File: src/rtl/shrot_pkg.sv
package shrot_pkg;
  typedef enum logic [2:0] {
    OP_LSL = 3'd0,
    OP_LSR = 3'd1,
    OP_ASL = 3'd2,
    OP_ASR = 3'd3,
    OP_ROL = 3'd4,
    OP_ROR = 3'd5,
    OP_RCL = 3'd6,
    OP_RCR = 3'd7
  } shrot_op_e;

  typedef enum logic [1:0] {
    SZ_BYTE = 2'd0,
    SZ_WORD = 2'd1,
    SZ_LONG = 2'd2,
    SZ_LONG_ALT = 2'd3
  } shrot_size_e;
endpackage

File: src/rtl/shrot_size_dec.sv
module shrot_size_dec #(
  parameter int BYTE_W = 8,
  parameter int WORD_W = 16,
  parameter int LONG_W = 32
) (
  input  logic [1:0]        size_i,
  output logic [LONG_W-1:0] mask_o,
  output logic [LONG_W-1:0] msb_oh_o
);
  import shrot_pkg::*;

  localparam logic [LONG_W-1:0] ONE = LONG_W'(1);

  always_comb begin
    unique case (shrot_size_e'(size_i))
      SZ_BYTE: begin
        mask_o   = (ONE << BYTE_W) - ONE;
        msb_oh_o = ONE << (BYTE_W - 1);
      end
      SZ_WORD: begin
        mask_o   = (ONE << WORD_W) - ONE;
        msb_oh_o = ONE << (WORD_W - 1);
      end
      default: begin
        mask_o   = '1;
        msb_oh_o = ONE << (LONG_W - 1);
      end
    endcase
  end
endmodule

File: src/rtl/shrot_step.sv
module shrot_step #(
  parameter int W = 32
) (
  input  logic [W-1:0] a_i,
  input  logic [W-1:0] mask_i,
  input  logic [W-1:0] msb_oh_i,
  input  logic [2:0]   op_i,
  input  logic         c_i,
  output logic [W-1:0] res_o,
  output logic         c_o,
  output logic         v_o
);
  import shrot_pkg::*;

  logic         top_b, sub_b, bot_b;
  logic [W-1:0] left_v, right_v;

  assign top_b   = |(a_i & msb_oh_i);
  assign sub_b   = |(a_i & (msb_oh_i >> 1));
  assign bot_b   = a_i[0];
  assign left_v  = (a_i << 1) & mask_i;
  assign right_v = (a_i & mask_i) >> 1;

  always_comb begin
    res_o = left_v;
    c_o   = top_b;
    v_o   = 1'b0;
    unique case (shrot_op_e'(op_i))
      OP_LSL: ;
      OP_LSR: begin res_o = right_v; c_o = bot_b; end
      OP_ASL: v_o = top_b ^ sub_b;
      OP_ASR: begin
        res_o = right_v | (top_b ? msb_oh_i : '0);
        c_o   = bot_b;
      end
      OP_ROL: res_o = left_v | W'(top_b);
      OP_ROR: begin
        res_o = right_v | (bot_b ? msb_oh_i : '0);
        c_o   = bot_b;
      end
      OP_RCL: res_o = left_v | W'(c_i);
      OP_RCR: begin
        res_o = right_v | (c_i ? msb_oh_i : '0);
        c_o   = bot_b;
      end
      default: ;
    endcase
  end
endmodule

File: src/rtl/shrot_flags.sv
module shrot_flags #(
  parameter int W = 32
) (
  input  logic [W-1:0] res_i,
  input  logic [W-1:0] mask_i,
  input  logic [W-1:0] msb_oh_i,
  output logic         n_o,
  output logic         z_o
);
  assign n_o = |(res_i & msb_oh_i);
  assign z_o = ~|(res_i & mask_i);
endmodule

File: src/rtl/shrot_unit.sv
module shrot_unit #(
  parameter int BYTE_W   = 8,
  parameter int WORD_W   = 16,
  parameter int LONG_W   = 32,
  parameter int CTRL_W   = 8,
  parameter int DIST_BIT = 6
) (
  input  logic              clk_i,
  input  logic              rst_ni,
  input  logic [LONG_W-1:0] operand_i,
  input  logic [1:0]        size_i,
  input  logic [2:0]        op_i,
  input  logic [CTRL_W-1:0] ctrl_i,
  input  logic              c_i,
  output logic [LONG_W-1:0] result_o,
  output logic              n_o,
  output logic              z_o,
  output logic              v_o,
  output logic              c_o
);
  localparam int MAX_STEP = 2;

  logic [LONG_W-1:0] mask, msb_oh;
  logic [LONG_W-1:0] st_in  [MAX_STEP+1];
  logic              st_c   [MAX_STEP+1];
  logic              st_v   [MAX_STEP];
  logic              two_step;
  logic [LONG_W-1:0] res_d;
  logic              c_d, v_d, n_d, z_d;

  shrot_size_dec #(.BYTE_W(BYTE_W), .WORD_W(WORD_W), .LONG_W(LONG_W)) u_dec (
    .size_i   (size_i),
    .mask_o   (mask),
    .msb_oh_o (msb_oh)
  );

  assign st_in[0] = operand_i & mask;
  assign st_c[0]  = c_i;

  for (genvar g = 0; g < MAX_STEP; g++) begin : g_step
    shrot_step #(.W(LONG_W)) u_step (
      .a_i      (st_in[g]),
      .mask_i   (mask),
      .msb_oh_i (msb_oh),
      .op_i     (op_i),
      .c_i      (st_c[g]),
      .res_o    (st_in[g+1]),
      .c_o      (st_c[g+1]),
      .v_o      (st_v[g])
    );
  end

  assign two_step = ctrl_i[DIST_BIT];
  assign res_d    = two_step ? st_in[2] : st_in[1];
  assign c_d      = two_step ? st_c[2]  : st_c[1];
  // sign changed in either step
  assign v_d      = two_step ? (st_v[0] | st_v[1]) : st_v[0];

  shrot_flags #(.W(LONG_W)) u_flags (
    .res_i    (res_d),
    .mask_i   (mask),
    .msb_oh_i (msb_oh),
    .n_o      (n_d),
    .z_o      (z_d)
  );

  always_ff @(posedge clk_i or negedge rst_ni) begin
    if (!rst_ni) begin
      result_o <= '0;
      n_o      <= 1'b0;
      z_o      <= 1'b0;
      v_o      <= 1'b0;
      c_o      <= 1'b0;
    end else begin
      result_o <= res_d;
      n_o      <= n_d;
      z_o      <= z_d;
      v_o      <= v_d;
      c_o      <= c_d;
    end
  end
endmodule

File: config.mk
export PLATFORM = sky130hd
export DESIGN_NAME = shrot_unit
export DESIGN_NICKNAME = d
export VERILOG_FILES = /design/src/rtl/shrot_pkg.sv /design/src/rtl/shrot_size_dec.sv /design/src/rtl/shrot_step.sv /design/src/rtl/shrot_flags.sv /design/src/rtl/shrot_unit.sv
export SDC_FILE = /design/constraint.sdc
export NUM_CORES = 1
export LEC_CHECK = 0
export ABC_AREA = 1
export BUFFER_PORTS_ARGS = -buffer_cell sky130_fd_sc_hd__buf_2
export CORE_UTILIZATION = 48
export CTS_BUF_LIST = sky130_fd_sc_hd__clkbuf_2 sky130_fd_sc_hd__clkbuf_4 sky130_fd_sc_hd__clkbuf_8
export DETAILED_ROUTE_END_ITERATION = 10
export PLACE_DENSITY_LB_ADDON = 0.05
export SETUP_SLACK_MARGIN = 0.1
export SKIP_LAST_GASP = 1
export SLEW_MARGIN = 20
export SYNTH_ARGS = -nofsm -noshare
export SYNTH_HDL_FRONTEND = slang
export SYNTH_SLANG_ARGS = --single-unit
File: constraint.sdc
create_clock -name clk_i -period 0.8 [get_ports clk_i]
set_clock_uncertainty 0.05 [all_clocks]
set_input_delay 0.16 -clock clk_i [delete_from_list [all_inputs] [get_ports clk_i]]
set_output_delay 0.16 -clock clk_i [all_outputs]
set_load 0.1 [all_outputs]
==> results of run 1 <==
Yosys cell counts:
master / number / area [µm²]
clkinv_1: 1 / 3.75
o21ai_1: 7 / 35.0
nor2_2: 3 / 18.8
nand3b_1: 1 / 7.51
buf_4: 3 / 22.5
nand3_2: 4 / 40.0
nand4_1: 3 / 18.8
a21oi_1: 12 / 60.1
xor2_1: 2 / 17.5
nor2_4: 1 / 11.3
inv_2: 3 / 11.3
a41oi_1: 1 / 8.76
inv_4: 1 / 6.26
buf_2: 9 / 45.0
o21a_1: 2 / 15.0
clkbuf_1: 2 / 7.51
nor2_1: 31 / 116
buf_6: 2 / 22.5
a31o_2: 1 / 8.76
o22ai_1: 1 / 6.26
a211oi_1: 1 / 7.51
o21ai_2: 1 / 8.76
a221oi_1: 2 / 17.5
nor3_1: 4 / 20.0
o21ai_0: 11 / 55.1
nand2_2: 1 / 6.26
a22oi_1: 1 / 7.51
nand3_1: 56 / 280
nand2_1: 159 / 597
inv_1: 60 / 225
dfrtp_1: 36 / 901
o211ai_1: 4 / 30.0
buf_1: 1 / 3.75
kinds of logic after synthesis:
kind of cell | share of synthesized area [%]
XOR/XNOR | 0.663
buffers and inverters | 13.2
flip-flops | 34.1
AO/OA/AOI/OAI | 9.85
AND/OR/NAND/NOR | 42.2
through the flow:
stage                     TNS, ns  cell area [µm²]  setup WS (ns)  instances  hold slack [ns]
after floorplan             -9.74             2910         -0.701        427           -0.186
after global placement     -23.27             4480          -1.03        648           0.0804
after detailed placement   -25.46             4480          -1.16        648           0.0820
==> flow_metrics.env, run 1 <==
export IMPL_cts_resized_gates=202
export IMPL_ys_ff_latch=36
export IMPL_yosys_warnings=0
export IMPL_num_rows=26
export IMPL_gp_congestion=1.01
export IMPL_cts_root_buffer="clkbuf_8"
export IMPL_cts_hold_buf=1
export IMPL_htreeDepth=2
export IMPL_synth_cell_type_count=33
export IMPL_status="did not finish"
export IMPL_dp_hpwl_mm=7.95
export IMPL_die_x_um=76.2
export IMPL_post_cts_buffers=52
export IMPL_io_buffers=76
export IMPL_cts_sinks=36
export IMPL_start_util_pct=50.8
export IMPL_synth_nets=475
export IMPL_die_h_um=76.2
export IMPL_failing_step="clock tree synthesis"
export IMPL_syn_area_per_cell_um2=6.19
export IMPL_postSynthCellCount=427
export IMPL_error_line="[ERROR DPL-0038] Utilization greater than 100%, impossible to legalize"
export IMPL_syn_area_mm2=0.00264
export IMPL_cts_made_buffers=5
export IMPL_seq_area_frac_synth_pct=34.1
export IMPL_ios=84
export IMPL_clk_path_buf_depth=2
==> run 2: changes to the inputs <==
Settings changed: CORE_UTILIZATION 48 to 40, CTS_BUF_LIST sky130_fd_sc_hd__clkbuf_2 sky130_fd_sc_hd__clkbuf_4 sky130_fd_sc_hd__clkbuf_8 to default, PLACE_DENSITY_LB_ADDON 0.05 to 0.15, SETUP_SLACK_MARGIN 0.1 to default.
Clock period 0.8 ns to 1.04 ns, I/O delays scaled along.
==> flow_metrics.env, run 2 <==
export IMPL_maxCapViolations=0
export IMPL_min_path_type="input port to register"
export IMPL_layout_nets=664
export IMPL_cts_made_buffers=5
export IMPL_relSlewSlack_pct=80.7
export IMPL_synthTopCellsByCount="159 x nand2_1, 60 x inv_1, 56 x nand3_1, 36 x dfrtp_1, 31 x nor2_1"
export IMPL_most_common_layout_cells="116 x nand2_1, 96 x buf_4, 51 x inv_1"
export IMPL_clk_path_buf_depth=2
export IMPL_num_vias=3520
export IMPL_synth_cell_type_count=33
export IMPL_final_common_cell="nand2_1"
export IMPL_num_rows=29
export IMPL_finalSetupViolCount=55
export IMPL_synthToLayoutAreaGrowth_pct=98.2
export IMPL_gp_congestion=0.949
export IMPL_fin_area_mm2=0.00524
export IMPL_ant_nets=0
export IMPL_antenna_found_initial=0
export IMPL_ys_async_sr_fraction_pct=100
export IMPL_period_share_pct=175
export IMPL_dp_cells=660
export IMPL_path_cells="buf_8, nor2_4, buf_6, nor2_4, buf_6, nand2_1, o211ai_1, o21ai_2, inv_2, nor3_1, nand2_1, nor2_1, nand3_1, nor2_1"
export IMPL_first_global_vias=3319
export IMPL_power_mw=5.98
export IMPL_drive_gt1_share_pct=56.0
export IMPL_yosysTopAreaCell="dfrtp_1"
export IMPL_coreArea_mm2=0.00635
export IMPL_pre_cts_slack_ns=-0.930
export IMPL_synth_most_common_cell="nand2_1"
export IMPL_dp_hpwl_mm=7.27
export IMPL_top_register="result_o"
export IMPL_p_leak_nw=2.80
export IMPL_post_layout_nonfiller_instances=693
export IMPL_placed_area_mm2=0.00441
export IMPL_synth_edff_count=0
export IMPL_rsz0062_at_grt="true"
export IMPL_cts_tree="done"
export IMPL_path_buf_inv=4
export IMPL_ys_ff_latch=36
export IMPL_crit_path_start_kind="input port"
export IMPL_cts_sinks=36
export IMPL_critPathLaunch="size_i[1]"
export IMPL_worst_path_max_fanout=6
export IMPL_drc_errors=0
export IMPL_start_util_pct=41.6
export IMPL_hold_viol_final=0
export IMPL_period_needed_ns=1.82
export IMPL_ios=84
export IMPL_yosys_warnings=0
export IMPL_clk_pin_slew_ns=0.06
export IMPL_largest_reg_flops=32
export IMPL_violations="setup timing"
export IMPL_drt_first_pass_iters=5
export IMPL_max_freq_ghz=0.549
export IMPL_tightest_slew_ns=0.289
export IMPL_synth_top_cell_area_share_pct=34.1
export IMPL_wire_per_inst_um=14.6
export IMPL_hold_ws_ns=0.328
export IMPL_wirelength_mm=10.1
export IMPL_die_h_um=83.3
export IMPL_cp_arrival_ns=1.97
export IMPL_hold_start="operand_i[9]"
export IMPL_status="finished, violations left"
export IMPL_die_x_um=83.3
export IMPL_track_usage_pct=28.3
export IMPL_p_per_area_mw_per_mm2=1140
export IMPL_antenna_cells=0
export IMPL_drv_slew=0
export IMPL_timing_final_ws_setup_ns=-0.781
export IMPL_cts_root_buffer="clkbuf_8"
export IMPL_endpoint_kind="register"
export IMPL_htreeDepth=2
export IMPL_drtIter0Drc=205
export IMPL_seq_area_frac_synth_pct=34.1
export IMPL_via_per_inst=5.08
export IMPL_overflow=0
export IMPL_grt_max_degree=37
export IMPL_syn_area_mm2=0.00264
export IMPL_path_delay_family="simple AND/OR/NAND/NOR gates"
export IMPL_cp_data_required_time_ns=1.19
export IMPL_ir_drop_uv=1250
export IMPL_synth_area_top_cells="dfrtp_1 34%, nand2_1 23%, nand3_1 11%"
export IMPL_synth_main_ff_cell="dfrtp_1"
export IMPL_syn_area_per_cell_um2=6.19
export IMPL_tns_ns=-9.32
export IMPL_grt_pass1_wl_mm=15.8
export IMPL_path_class="input port to register"
export IMPL_io_buffers=76
export IMPL_critPathSlowestCell="nor2_4"
export IMPL_die_area_mm2=0.00694
export IMPL_num_fill_cells=386
export IMPL_synth_nets=475
export IMPL_max_stage_delay_ns=0.22
export IMPL_finish_utilization_pct=82.5
export IMPL_postSynthCellCount=427
==> run 2: timing repair <==
item,4_1_cts,5_1_grt
setup endpoints to repair,59,55
hold buffers,1,0
resized for setup,80,69
cloned,1,0
pin swaps,32,40
hold endpoints to repair,36,0
setup buffers,15,13
==> run 2: final cells by class <==
type	count	area [µm²]	area share (%)
Tap cell	77	96.3	1.84
Clock buffer	7	96.3	1.84
Multi-Input combinational cell	309	1800	34.4
Inverter	65	254	4.85
Sequential cell	36	945	18.0
Timing Repair Buffer	199	2040	39.0
==> run 2: per-layer routing <==
metal	global-route usage (%)	vias up	part of all wire, %
met5	0	-	0
met4	7.68	0	2.6
met3	3.38	23	6.8
met2	46.5	175	48
met1	39.3	1604	42
li1	-	1718	-
==> run 2: kinds of logic after synthesis <==
logic type	Yosys count	share of synthesized area (%)
AO/OA/AOI/OAI	44	9.85
XOR/XNOR	2	0.663
buffers and inverters	82	13.2
flip-flops	36	34.1
AND/OR/NAND/NOR	263	42.2
==> run 2: final timing paths <==
check	end	slack, ns	cells after the start
max in group asynchronous	result_o[13]	0.37	3
max	z_o	-0.78	14
min in group asynchronous	result_o[19]	0.38	3
min	result_o[10]	0.33	6
==> run 2: power breakdown <==
| group | total, mW | switching, mW | internal, mW |
|---|---|---|---|
| Clock | 1.02 | 0.436 | 0.589 |
| Sequential | 1.67 | 0.111 | 1.56 |
| Combinational | 3.29 | 1.95 | 1.33 |
Power figures use the tool's default switching activity.
==> run 3: changes to the inputs <==
Settings changed: PLACE_DENSITY from default to 0.65, PLACE_DENSITY_LB_ADDON 0.15 to default.
==> flow_metrics.env, run 3 (synthesis results as in run 2) <==
export IMPL_maxCapViolations=0
export IMPL_clk_path_buf_depth=2
export IMPL_antenna_cells=0
export IMPL_drc_errors=0
export IMPL_min_path_type="input port to register"
export IMPL_drt_first_pass_iters=7
export IMPL_final_common_cell="buf_4"
export IMPL_largest_reg_flops=32
export IMPL_cts_made_buffers=5
export IMPL_overflow=0
export IMPL_p_per_area_mw_per_mm2=1120
export IMPL_cp_arrival_ns=1.80
export IMPL_first_global_vias=3465
export IMPL_period_share_pct=157
export IMPL_cts_tree="done"
export IMPL_period_needed_ns=1.63
export IMPL_rsz0062_at_grt="true"
export IMPL_die_x_um=83.3
export IMPL_drtIter0Drc=249
export IMPL_grt_max_degree=37
export IMPL_grt_pass1_wl_mm=16.6
export IMPL_dp_hpwl_mm=7.20
export IMPL_num_rows=29
export IMPL_most_common_layout_cells="100 x buf_4, 93 x nand2_1, 59 x nand2_2"
export IMPL_coreArea_mm2=0.00635
export IMPL_ir_drop_uv=1400
export IMPL_max_freq_ghz=0.613
export IMPL_tightest_slew_ns=0.309
export IMPL_finalSetupViolCount=57
export IMPL_drive_gt1_share_pct=62.6
export IMPL_endpoint="z_o"
export IMPL_hold_viol_final=0
export IMPL_ant_nets=0
export IMPL_clk_pin_slew_ns=0.06
export IMPL_relSlewSlack_pct=79.4
export IMPL_critPathLaunch="size_i[1]"
export IMPL_power_mw=6.17
export IMPL_violations="setup timing"
export IMPL_crit_path_start_kind="input port"
export IMPL_top_register="result_o"
export IMPL_placed_area_mm2=0.00444
export IMPL_endpoint_kind="register"
export IMPL_htreeDepth=2
export IMPL_status="finished, violations left"
export IMPL_antenna_found_initial=0
export IMPL_worst_path_max_fanout=9
export IMPL_die_area_mm2=0.00694
export IMPL_num_fill_cells=310
export IMPL_die_h_um=83.3
export IMPL_p_leak_nw=2.90
export IMPL_via_per_inst=5.29
export IMPL_synthToLayoutAreaGrowth_pct=109
export IMPL_tns_ns=-8.76
export IMPL_gp_congestion=0.995
export IMPL_num_vias=3732
export IMPL_ios=84
export IMPL_timing_final_ws_setup_ns=-0.591
export IMPL_fin_area_mm2=0.00552
export IMPL_io_buffers=76
export IMPL_layout_nets=676
export IMPL_drv_slew=0
export IMPL_cts_root_buffer="clkbuf_8"
export IMPL_wirelength_mm=11.0
export IMPL_cp_data_required_time_ns=1.20
export IMPL_hold_start="operand_i[2]"
export IMPL_track_usage_pct=30.1
export IMPL_path_class="input port to register"
export IMPL_wire_per_inst_um=15.6
export IMPL_start_util_pct=41.6
export IMPL_cts_sinks=36
run 3: where the power goes:
group / total [mW] / switching, mW / internal (mW)
registers: 1.67 / 0.113 / 1.56
clock network: 1.03 / 0.446 / 0.589
logic: 3.46 / 2.03 / 1.43
total: 6.17 / 2.59 / 3.58
run 3: worst min path at each step:
stage	to	cells past startpoint
final	result_o[1]	4
after global routing	v_o	5
after CTS	v_o	5
after detailed placement	result_o[23]	2
after global placement	result_o[23]	2
after floorplan	c_o	0
run 3: what timing repair did:
| item | CTS | global route |
|---|---|---|
| buffers inserted | 18 | 15 |
| setup endpoints to repair | 59 | 57 |
| hold buffers | 1 | 0 |
| gates resized for setup | 111 | 87 |
| endpoints found under the hold margin | 36 | 0 |
| gates cloned | 4 | 1 |
| pin swaps | 35 | 53 |
run 3: layout make-up:
cell class	count	area, µm²	area share [%]
repair buffers	209	2200	39.8
inverters	65	268	4.85
repair inverters	2	17.5	0.317
multi-input cells	309	1900	34.5
flip-flops and latches	36	945	17.1
well taps	77	96.3	1.74
clock buffers	7	96.3	1.74
run 3: critical path: stages:
cell and delay, ns:
buf_12 0.12, buf_12 0.13, nand2_2 0.07, inv_2 0.05
nand2_2 0.06, nand2_1 0.06, o21ai_2 0.20, nand3_2 0.12
nor2_1 0.10, nand2_1 0.06, nor2_1 0.09, nand2_1 0.10
nor2_1 0.12, nand2_1 0.06, nor2_1 0.10, nand2_1 0.06
nor2_1 0.09
run 3: layer usage:
layer  track usage, %  routed length [µm]  vias up
li1                 -                   -     1754
met3             4.77                 950       43
met5                0                   0        -
met2             50.0                5350      241
met1             38.3                4300     1694
met4             14.3                 383        0
run 3: stage by stage:
stage	utilization (%)	setup WS, ns	instances	hold slack [ns]
3_5_place_dp	69.9	-0.977	664	0.129
4_1_cts	81.0	-0.553	693	0.311
6_report	87.0	-0.591	705	0.328
3_3_place_gp	69.9	-0.934	664	0.126
5_1_grt	87.0	-0.716	705	0.335
2_1_floorplan	-	-0.510	427	-0.138
==> run 4: changes to the inputs <==
Settings changed: CORE_UTILIZATION 40 to 50, PLACE_DENSITY 0.65 to 0.79.
==> flow_metrics.env, run 4 <==
export IMPL_failing_step="clock tree synthesis"
export IMPL_die_h_um=74.7
export IMPL_cts_sinks=36
export IMPL_error_line="[ERROR DPL-0038] Utilization greater than 100%, impossible to legalize"
export IMPL_status="did not finish"
export IMPL_io_buffers=76
export IMPL_post_cts_buffers=21
export IMPL_yosysTopAreaCell="dfrtp_1"
export IMPL_cts_resized_gates=140
export IMPL_ys_ff_latch=36
export IMPL_cts_hold_buf=1
export IMPL_synth_top_cell_area_share_pct=34.1
export IMPL_cts_root_buffer="clkbuf_8"
export IMPL_syn_area_mm2=0.00264
export IMPL_synthTopCellsByCount="159 x nand2_1, 60 x inv_1, 56 x nand3_1, 36 x dfrtp_1, 31 x nor2_1"
export IMPL_yosys_warnings=0
export IMPL_synth_area_top_cells="dfrtp_1 34%, nand2_1 23%, nand3_1 11%"
export IMPL_clk_path_buf_depth=2
export IMPL_synth_main_ff_cell="dfrtp_1"
export IMPL_start_util_pct=51.7
export IMPL_num_rows=26
export IMPL_cts_made_buffers=5
export IMPL_seq_area_frac_synth_pct=34.1
export IMPL_ios=84
export IMPL_syn_area_per_cell_um2=6.19
export IMPL_dp_hpwl_mm=8.82
export IMPL_gp_congestion=0.995
export IMPL_postSynthCellCount=427
export IMPL_ys_async_sr_fraction_pct=100
export IMPL_synth_most_common_cell="nand2_1"
export IMPL_synth_cell_type_count=33
export IMPL_die_x_um=74.7
export IMPL_synth_nets=475
export IMPL_htreeDepth=2
export IMPL_synth_edff_count=0
## run 4: cell counts after synthesis
Identical to the previous run, type by type.
## run 4: cell families after synthesis
kind of cell | count (synthesis) | synth area share, %
flip-flops | 36 | 34.1
buffers and inverters | 82 | 13.2
XOR/XNOR | 2 | 0.663
AO/OA/AOI/OAI | 44 | 9.85
AND/OR/NAND/NOR | 263 | 42.2
## run 4: per-stage QoR
step	instance area (µm²)	TNS (ns)	setup WS [ns]	hold slack (ns)	instances
2_1_floorplan	2790	-4.21	-0.510	-0.138	427
3_5_place_dp	4400	-18.35	-1.10	0.156	651
3_3_place_gp	4400	-14.51	-0.827	0.129	651
